<file path="config.mk">
export PLATFORM = sky130hd
export DESIGN_NAME = hzd_unit
export DESIGN_NICKNAME = d
export VERILOG_FILES = /design/src/rtl/hzd_pkg.sv /design/src/rtl/hzd_src_match.sv /design/src/rtl/hzd_fwd_sel.sv /design/src/rtl/hzd_stall_ctl.sv /design/src/rtl/hzd_unit.sv
export SDC_FILE = /design/constraint.sdc
export NUM_CORES = 1
export LEC_CHECK = 0
export BUFFER_PORTS_ARGS = -buffer_cell sky130_fd_sc_hd__buf_2
export CAP_MARGIN = 20
export CORE_MARGIN = 2
export CORE_UTILIZATION = 31
export DETAILED_ROUTE_END_ITERATION = 10
export PLACE_DENSITY = 0.79
export SYNTH_ARGS = -nofsm -noshare
export SYNTH_HDL_FRONTEND = slang
export SYNTH_SLANG_ARGS = --single-unit
</file>
<file path="constraint.sdc">
create_clock -name vclk -period 1.2
set_input_delay 0.24 -clock vclk [all_inputs]
set_output_delay 0.24 -clock vclk [all_outputs]
set_load 0.05 [all_outputs]
</file>
<file path="src/rtl/hzd_pkg.sv">
package hzd_pkg;
    localparam int NUM_STG = 3;
    localparam int STG_EX  = 0;
    localparam int STG_MEM = 1;
    localparam int STG_WB  = 2;
    localparam int NUM_OPS = 2;

    typedef enum logic [1:0] {
        SRC_RF  = 2'b00,
        SRC_EX  = 2'b01,
        SRC_MEM = 2'b10,
        SRC_WB  = 2'b11
    } fwd_src_e;
endpackage

</file>
<file path="src/rtl/hzd_src_match.sv">
module hzd_src_match
    import hzd_pkg::*;
#(
    parameter int RA_W = 5
) (
    input  logic [RA_W-1:0]               src,
    input  logic [NUM_STG-1:0][RA_W-1:0]  stg_rd,
    input  logic [NUM_STG-1:0]            stg_valid,
    input  logic [NUM_STG-1:0]            stg_wen,
    output logic [NUM_STG-1:0]            hit
);
    logic src_nonzero;
    assign src_nonzero = |src;

    for (genvar s = 0; s < NUM_STG; s++) begin : g_stg
        assign hit[s] = src_nonzero && stg_valid[s] && stg_wen[s] && (stg_rd[s] == src);
    end
endmodule

</file>
<file path="src/rtl/hzd_fwd_sel.sv">
module hzd_fwd_sel
    import hzd_pkg::*;
#(
    parameter bit FULL_BYPASS = 1'b1
) (
    input  logic [NUM_STG-1:0] hit,
    output fwd_src_e           sel
);
    if (FULL_BYPASS) begin : g_fwd
        always_comb begin
            priority casez (hit)
                3'b??1:  sel = SRC_EX;
                3'b?10:  sel = SRC_MEM;
                3'b100:  sel = SRC_WB;
                default: sel = SRC_RF;
            endcase
        end
    end else begin : g_lock
        logic unused_hit;
        assign unused_hit = ^hit;
        assign sel = SRC_RF;
    end
endmodule

</file>
<file path="src/rtl/hzd_stall_ctl.sv">
module hzd_stall_ctl
    import hzd_pkg::*;
#(
    parameter bit FULL_BYPASS = 1'b1
) (
    input  logic [NUM_OPS-1:0][NUM_STG-1:0] hit,
    input  logic [NUM_OPS-1:0]              used,
    input  logic                            ex_is_load,
    input  logic                            br_taken,
    output logic                            stall_fd,
    output logic                            ex_bubble,
    output logic                            kill_f,
    output logic                            kill_d
);
    logic [NUM_OPS-1:0] op_blocks;

    for (genvar o = 0; o < NUM_OPS; o++) begin : g_op
        if (FULL_BYPASS) begin : g_fwd
            assign op_blocks[o] = used[o] && hit[o][STG_EX] && ex_is_load;
        end else begin : g_lock
            assign op_blocks[o] = used[o] && (|hit[o]);
        end
    end

    logic need_hold;
    assign need_hold = |op_blocks;

    always_comb begin
        stall_fd  = need_hold && !br_taken;
        ex_bubble = need_hold || br_taken;
        kill_f    = br_taken;
        kill_d    = br_taken;
    end
endmodule

</file>
<file path="src/rtl/hzd_unit.sv">
module hzd_unit
    import hzd_pkg::*;
#(
    parameter int INST_W      = 32,
    parameter int RA_W        = 5,
    parameter int RS1_LSB     = 22,
    parameter int RS2_LSB     = 17,
    parameter bit FULL_BYPASS = 1'b1
) (
    input  logic [INST_W-1:0] dec_inst,
    input  logic              dec_rs1_used,
    input  logic              dec_rs2_used,
    input  logic              ex_valid,
    input  logic              ex_wen,
    input  logic              ex_is_load,
    input  logic [RA_W-1:0]   ex_rd,
    input  logic              mem_valid,
    input  logic              mem_wen,
    input  logic [RA_W-1:0]   mem_rd,
    input  logic              wb_valid,
    input  logic              wb_wen,
    input  logic [RA_W-1:0]   wb_rd,
    input  logic              br_taken,
    output logic              stall_fd,
    output logic              ex_bubble,
    output logic              kill_f,
    output logic              kill_d,
    output logic [1:0]        op1_sel,
    output logic [1:0]        op2_sel
);
    logic unused_inst;
    assign unused_inst = ^dec_inst;

    logic [NUM_OPS-1:0][RA_W-1:0]    src;
    logic [NUM_OPS-1:0]              used;
    logic [NUM_STG-1:0][RA_W-1:0]    stg_rd;
    logic [NUM_STG-1:0]              stg_valid;
    logic [NUM_STG-1:0]              stg_wen;
    logic [NUM_OPS-1:0][NUM_STG-1:0] hit;
    fwd_src_e                        sel [NUM_OPS];

    assign src[0]  = dec_inst[RS1_LSB +: RA_W];
    assign src[1]  = dec_inst[RS2_LSB +: RA_W];
    assign used    = {dec_rs2_used, dec_rs1_used};

    assign stg_rd[STG_EX]     = ex_rd;
    assign stg_rd[STG_MEM]    = mem_rd;
    assign stg_rd[STG_WB]     = wb_rd;
    assign stg_valid[STG_EX]  = ex_valid;
    assign stg_valid[STG_MEM] = mem_valid;
    assign stg_valid[STG_WB]  = wb_valid;
    assign stg_wen[STG_EX]    = ex_wen;
    assign stg_wen[STG_MEM]   = mem_wen;
    assign stg_wen[STG_WB]    = wb_wen;

    for (genvar o = 0; o < NUM_OPS; o++) begin : g_op
        hzd_src_match #(.RA_W(RA_W)) u_match (
            .src       (src[o]),
            .stg_rd    (stg_rd),
            .stg_valid (stg_valid),
            .stg_wen   (stg_wen),
            .hit       (hit[o])
        );
        hzd_fwd_sel #(.FULL_BYPASS(FULL_BYPASS)) u_sel (
            .hit (hit[o]),
            .sel (sel[o])
        );
    end

    assign op1_sel = sel[0];
    assign op2_sel = sel[1];

    hzd_stall_ctl #(.FULL_BYPASS(FULL_BYPASS)) u_ctl (
        .hit        (hit),
        .used       (used),
        .ex_is_load (ex_is_load),
        .br_taken   (br_taken),
        .stall_fd   (stall_fd),
        .ex_bubble  (ex_bubble),
        .kill_f     (kill_f),
        .kill_d     (kill_d)
    );
endmodule

</file>
==> results of run 1 <==
[path summary, 6_finish.rpt]
path | cells past startpoint | startpoint | slack [ps] | end
setup / recovery | 6 | dec_inst[24] | -540 | stall_fd
hold / removal | 2 | br_taken | 790 | kill_d
[metrics by stage]
step / util [%] / power (uW)
after floorplan: - / 163.0
after global placement: 63.56 / 317.5
after detailed placement: 63.56 / 326.7
after CTS: 74.27 / 381.3
after global routing: 79.22 / 459.1
final: 79.22 / 439.5
[cell families (layout without fill, tap and decap cells)]
group                     count (synthesis)  count (layout)  synth area share (%)
buffers and inverters                     7              65                 6.413
xor gates and xnor gates                 26              26                 43.23
AOI/OAI and AO/OA                        10              10                 16.15
and+or+nand+nor                          31              31                 34.20
[where the power goes]
part	switching, uW	leakage [uW]	internal [uW]	total [uW]
combinational	234	0.000551	205	439
clock	0	0	0	0
sequential	0	0	0	0
[final cells by class]
cell class | instances | area, um^2
fill | 95 | 320.3
multi-input combinational | 67 | 695.7
tap | 16 | 20.02
timing repair buffer | 60 | 486.7
inverter | 5 | 18.77
[placed cells by master, fill, tap and decap left out]
| cell | count |
|---|---|
| nor3_1 | 1 |
| and3_2 | 1 |
| buf_6 | 13 |
| nand3_2 | 1 |
| inv_1 | 5 |
| a21boi_2 | 1 |
| buf_8 | 1 |
| xnor2_2 | 1 |
| and4_4 | 1 |
| buf_4 | 14 |
| o221a_2 | 2 |
| o21ai_4 | 2 |
| xor2_4 | 4 |
| nor2_1 | 7 |
| xnor2_1 | 1 |
| nor4_1 | 1 |
| nand2_1 | 7 |
| nand3_4 | 1 |
| nand4_1 | 4 |
| nand2_2 | 1 |
| xor2_1 | 20 |
| nand3_1 | 2 |
| a21boi_4 | 1 |
| a221oi_2 | 2 |
| o221ai_4 | 1 |
| buf_2 | 28 |
| nor4_4 | 3 |
| buf_12 | 4 |
| nor4_2 | 1 |
| a21oi_4 | 1 |
[routing by layer]
layer	wire length [um]	up-vias	track usage [%]
li1	-	378	-
met2	1618	59	49.71
met4	230	0	5.294
met1	1028	421	30.86
met3	153	26	1.200
met5	0	-	0
[repair_timing]
action / CTS / global route
gates resized for setup: 34 / 12
hold buffers: 0 / 0
pin swaps: 16 / 10
setup endpoints to repair: 6 / 6
hold endpoints to repair: 0 / 0
buffers inserted: 1 / 1
gates cloned: 0 / 0
==> results.toml, run 1 <==
[run]
max-cap-violations = 0

[worst_setup_path]
critPathMaxFanout = 2
cpLargestDelayFamily = "simple AND/OR/NAND/NOR gates"
path_cells = "buf_8 -> xor2_4 -> nor4_4 -> nand4_1 -> a21oi_4 -> buf_6"
cp_slowest_cell = "nor4_4"
start_kind = "input port"
crit_type = "in -> out"
cp_num_buf_inv = 2
cpPeakStageDelay_ps = 320
end_kind = "output port"
required_ps = 960
worstPathArrival_ps = 1500

[route]
routedWlPerCell_um = 20.47
drt_iter0_drc = 18
num_vias = 884
wirelength_mm = 3.030
ant_nets = 0
first_pass_iters = 4
vias_per_cell = 5.973
drcViolationCount = 0

[sta]
finalSetupTns_ps = -2852
setup_ws_ps = -542.1
fmax_mhz = 574.0
worstMarginPinSlew_ps = 331.6
slew_headroom_pct = 77.81
final_max_slew_viol_count = 0
setup_viol = 6
period_share_pct = 145.2
timing.hold.ws_ps = 791.6
rsz0062_at_grt = "true"
final-hold-violation-count = 0
min_period_ps = 1742

[global_routing]
globalRouteOverflowTotal = 0
grt_util_all_layers_pct = 25.76
grt_pass1_vias = 856
grt_max_degree = 6
antenna_found_initial = 0
grt_pass1_wl_mm = 3.912

[logic_synthesis]
syn_avg_cell_area_um2 = 7.118
ys_top_cells_by_area = "xor2_1 40%, nand2_1 5.7%, nor2_1 5.0%"
synthesis.area_um2 = 526.8
yosysUniqueCellTypes = 21
synth_nets = 131
synth_most_common_cell = "xor2_1"
ys_warn_count = 0
synth_top_area_share_pct = 39.90
syn_inst = 74
synth_top_area_cell = "xor2_1"
ys_seq_area_share_pct = 0
synthTopCellsByCount = "24 x xor2_1, 8 x nand2_1, 7 x nor2_1"

[floorplan]
core_region_area_mm2 = 0.001541
die_h_um = 45.22
dieWidth_um = 45.22
placement_rows = 14
die_area_mm2 = 0.002045
ios = 65
start_util_pct = 34.17

[finish]
n_antenna_cell = 0
drive_gt1_share_pct = 63.64
seq_cell_count = 0
ff_latch_area_um2 = 0
fin_area_mm2 = 0.001221
nClkBuffers = 0
stdcell_count = 148
synthToLayoutAreaGrowth_pct = 131.8
fin_nets = 191

[placed_design]
place_area_um2 = 979.7
dpl.hpwl_mm = 1.802
port_buffers = 43
gp_congestion = 0.8976
dpl_worst_slack_ps = -612.7
placedCellCount = 146

[run_status]
outcome = "finished with violations"
violations = "negative setup slack"

[pwr]
p_per_area_mw_per_mm2 = 359.9
ir_drop_mv = 0.2205
p_leak_uw = 0.0005506

[worst_hold_path]
hp-class = "in -> out"
Note: power is estimated with default switching activity, not from simulation.
==> run 2, diff against run 1 <==
REMOVE_ABC_BUFFERS = 1   (was not set)
==> run 2 against run 1 <==
Net effect:
- the flow still finishes with violations (negative setup slack)
- non-clock buffer count fell by 2
- hold slack improved by 15 ps
- global-route usage fell by 6.4 points
- via count fell by 9.4%
- routed wire length fell by 30%
- combinational power fell by 14%
- critical path depth did not move
- critical endpoint is now op1_sel[0]
- largest cell class unchanged
==> results.toml, run 2 (synthesis gave the netlist of run 1 again) <==
[worst_setup_path]
required_ps = 960
startpoint = "dec_inst[25]"
path_cells = "buf_2 -> xor2_1 -> nor4_1 -> nand3_1 -> o21ai_1 -> buf_6"
worstPathArrival_ps = 1430
start_kind = "input port"
critPathMaxFanout = 4
cp_slowest_cell = "nor4_1"
cpLargestDelayFamily = "simple AND/OR/NAND/NOR gates"
cpPeakStageDelay_ps = 300
crit_type = "in -> out"
cp_num_buf_inv = 2
end_kind = "output port"

[floorplan]
ios = 65
start_util_pct = 34.17
dieWidth_um = 45.22
placement_rows = 14
core_region_area_mm2 = 0.001541
die_h_um = 45.22
die_area_mm2 = 0.002045

[global_routing]
globalRouteOverflowTotal = 0
grt_pass1_wl_mm = 3.029
grt_max_degree = 5
antenna_found_initial = 0
grt_pass1_vias = 749
grt_util_all_layers_pct = 19.39

[route]
vias_per_cell = 5.486
wirelength_mm = 2.123
drcViolationCount = 0
first_pass_iters = 4
routedWlPerCell_um = 14.54
num_vias = 801
drt_iter0_drc = 21
ant_nets = 0

[sta]
rsz0062_at_grt = "true"
final-hold-violation-count = 0
setup_ws_ps = -470.2
worstMarginPinSlew_ps = 298.1
setup_viol = 6
slew_headroom_pct = 79.96
final_max_slew_viol_count = 0
timing.hold.ws_ps = 807.1
fmax_mhz = 598.7
period_share_pct = 139.2
finalSetupTns_ps = -2545
min_period_ps = 1670

[finish]
layout_common_cells = "28 x buf_2, 19 x xor2_1, 14 x buf_4, 12 x buf_6, 7 x nand2_1"
synthToLayoutAreaGrowth_pct = 107.1
fin_nets = 189
n_antenna_cell = 0
ff_latch_area_um2 = 0
seq_cell_count = 0
fin_area_mm2 = 0.001091
nClkBuffers = 0
layout_commonest_cell = "buf_2"
fill_cells = 120
drive_gt1_share_pct = 60.77

[worst_hold_path]
hold_start = "br_taken"
hp-class = "in -> out"
hold_depth = 2
min_to = "kill_d"

[placed_design]
dpl.hpwl_mm = 1.668
place_area_um2 = 859.6
dpl_worst_slack_ps = -545.2
gp_congestion = 0.8342
port_buffers = 43

[run]
max-cap-violations = 0

[pwr]
p_leak_uw = 0.0005115
finalPower_uw = 375.9
ir_drop_mv = 0.1853
p_per_area_mw_per_mm2 = 344.5

[run_status]
violations = "negative setup slack"
outcome = "finished with violations"

[cts]
cts_setup_buffers = 0
run 2: cell types whose count changed in the layout (fill, tap and decap cells not counted), moves of 2 or more:
| cell | delta |
|---|---|
| xor2_2 | +4 |
| buf_12 | -3 |
| xor2_4 | -3 |
| buf_8 | +2 |
| o21ai_1 | +2 |
| o21ai_4 | -2 |
run 2: final cells by class:
| type | count | area, um^2 | area share [%] |
|---|---|---|---|
| repair buffers | 58 | 445.4 | 40.83 |
| inverters | 5 | 18.77 | 1.720 |
| well taps | 16 | 20.02 | 1.835 |
| multi-input cells | 67 | 606.8 | 55.62 |
run 2: worst max-delay path by stage:
stage	endpoint	slack, ps	cells past startpoint
final	op1_sel[0]	-470	6
after global routing	ex_bubble	-540	6
after CTS	op1_sel[0]	-440	6
after detailed placement	op1_sel[0]	-550	7
after global placement	op1_sel[1]	-560	6
after floorplan	op1_sel[1]	-970	4
run 2: what timing repair did:
item | in CTS | in global routing
endpoints found under the setup margin | 6 | 6
hold buffers | 0 | 0
pin swaps | 11 | 14
resized for setup | 28 | 33
run 2: metrics by stage:
step / std cells / util, %
finish: 146 / 70.78
global route: 146 / 70.78
CTS: 146 / 62.01
detailed placement: 146 / 55.76
global placement: 146 / 55.76
floorplan: 72 / -
run 2: power breakdown:
group	total [uW]	internal [uW]	switching, uW
Sequential	0	0	0
Combinational	376	183	193
Clock	0	0	0
run 2: metal layers:
layer	vias to the layer above	global-route usage, %	part of all wire (%)
met4	0	4.706	1.6
met3	6	0.4000	5.6
met5	-	0	0
met1	384	24.94	37
met2	37	35.43	55
li1	374	-	-
==> run 3, diff against run 2 <==
PLACE_DENSITY = 0.88   (was 0.79)
REMOVE_ABC_BUFFERS = not set   (was 1)
==> run 3 against run 2 <==
Net effect:
- the flow still finishes with violations (negative setup slack)
- combinational power grew 20%
- first-iteration DRC count down 9.5%
- sequential share of layout area unchanged
- sequential cell count is the same
- routed wire length increased by 27%
- hold slack worse by 17 ps
- cell area grew 20%
- maximum frequency decreased by 0.25%
- count of clock-buffer cells in the layout did not move
- critical path depth did not move
- largest power group unchanged
==> results.toml, run 3 (synthesis gave the netlist of run 1 again) <==
[worst_setup_path]
crit_end = "ex_bubble"
cp_slowest_cell = "nor4_4"
cpPeakStageDelay_ps = 350
startpoint = "dec_inst[20]"
cpLargestDelayFamily = "simple AND/OR/NAND/NOR gates"
end_kind = "output port"
start_kind = "input port"
critPathMaxFanout = 3
cp_num_buf_inv = 2
path_cells = "buf_8 -> xor2_4 -> nor4_4 -> nand3_2 -> o221ai_4 -> buf_6"
required_ps = 960
crit_type = "in -> out"
worstPathArrival_ps = 1430
cp_num_cells = 6

[run_status]
violations = "negative setup slack"
outcome = "finished with violations"

[finish]
fill_cells = 83
synthToLayoutAreaGrowth_pct = 148.5
fin_nets = 195
layout_commonest_cell = "buf_2"
seq_cell_count = 0
ff_latch_area_um2 = 0
layout_common_cells = "23 x buf_2, 20 x buf_6, 19 x xor2_1, 16 x buf_4, 7 x nor2_1"
fin_util_pct = 84.90
drive_gt1_share_pct = 66.91
nClkBuffers = 0
n_antenna_cell = 0
multiInputGateArea_um2 = 719.4
fin_area_mm2 = 0.001309

[sta]
finalSetupTns_ps = -2680
timing.hold.ws_ps = 790.4
slew_headroom_pct = 78.78
rsz0062_at_grt = "true"
period_share_pct = 139.5
setup_viol = 6
worstMarginPinSlew_ps = 316.0
final_max_slew_viol_count = 0
min_period_ps = 1674
setup_ws_ps = -474.3
fmax_mhz = 597.2
final-hold-violation-count = 0

[run]
max-cap-violations = 0

[route]
met1_length_um = 977
wirelength_mm = 2.694
drt_iter0_drc = 19
wl_met3_um = 63
route.met2.wl_mm = 1.489
top_layer = "met4"
first_pass_iters = 4
num_vias = 808
vias_per_cell = 5.316
ant_nets = 0
drcViolationCount = 0
routedWlPerCell_um = 17.72

[global_routing]
antenna_found_initial = 0
grt_pass1_vias = 771
globalRouteOverflowTotal = 0
grt_util_all_layers_pct = 24.84
grt_max_degree = 6
grt_pass1_wl_mm = 3.650

[floorplan]
die_area_mm2 = 0.002045
ios = 65
core_region_area_mm2 = 0.001541
placement_rows = 14
dieWidth_um = 45.22
die_h_um = 45.22
start_util_pct = 34.17

[pwr]
ir_drop_mv = 0.2457
p_per_area_mw_per_mm2 = 344.1
p_leak_uw = 0.0005773

[placed_design]
place_area_um2 = 982.2
port_buffers = 43
gp_congestion = 0.9339
dpl.hpwl_mm = 1.802

[worst_hold_path]
hp-class = "in -> out"
## run 3: metrics by stage
step	setup slack (ps)	instances	power [uW]
3_3_place_gp	-585.9	148	314.7
3_5_place_dp	-641.3	148	324.9
4_1_cts	-471.6	149	397.8
5_1_grt	-551.3	152	475.6
2_1_floorplan	-328.8	74	163.0
6_report	-474.3	152	450.4
## run 3: power breakdown
group / internal, uW / switching (uW)
registers: 0 / 0
logic: 223 / 228
clock network: 0 / 0
## run 3: worst min path at each step
| stage | to | startpoint | cells after the start |
|---|---|---|---|
| global placement | kill_f | br_taken | 2 |
| floorplan | stall_fd | ex_is_load | 2 |
| global route | kill_d | br_taken | 2 |
| detailed placement | kill_f | br_taken | 2 |
| finish | kill_f | br_taken | 2 |
| CTS | kill_f | br_taken | 2 |
## run 3: layer usage
| layer | up-vias | global-route usage [%] |
|---|---|---|
| met5 | - | 0 |
| met2 | 24 | 48.00 |
| li1 | 386 | - |
| met1 | 384 | 28.67 |
| met4 | 0 | 8.235 |
| met3 | 14 | 0.8000 |
## run 3: repair_timing
action	CTS	global route
resized for setup	44	19
setup buffers	1	3
hold buffers	0	0
pin swaps	18	15
endpoints found under the setup margin	6	6
## run 3: cell type report
| type | count | share of cell area [%] |
|---|---|---|
| multi-input cells | 67 | 54.97 |
| repair buffers | 64 | 42.06 |
| well taps | 16 | 1.530 |
| inverters | 5 | 1.434 |
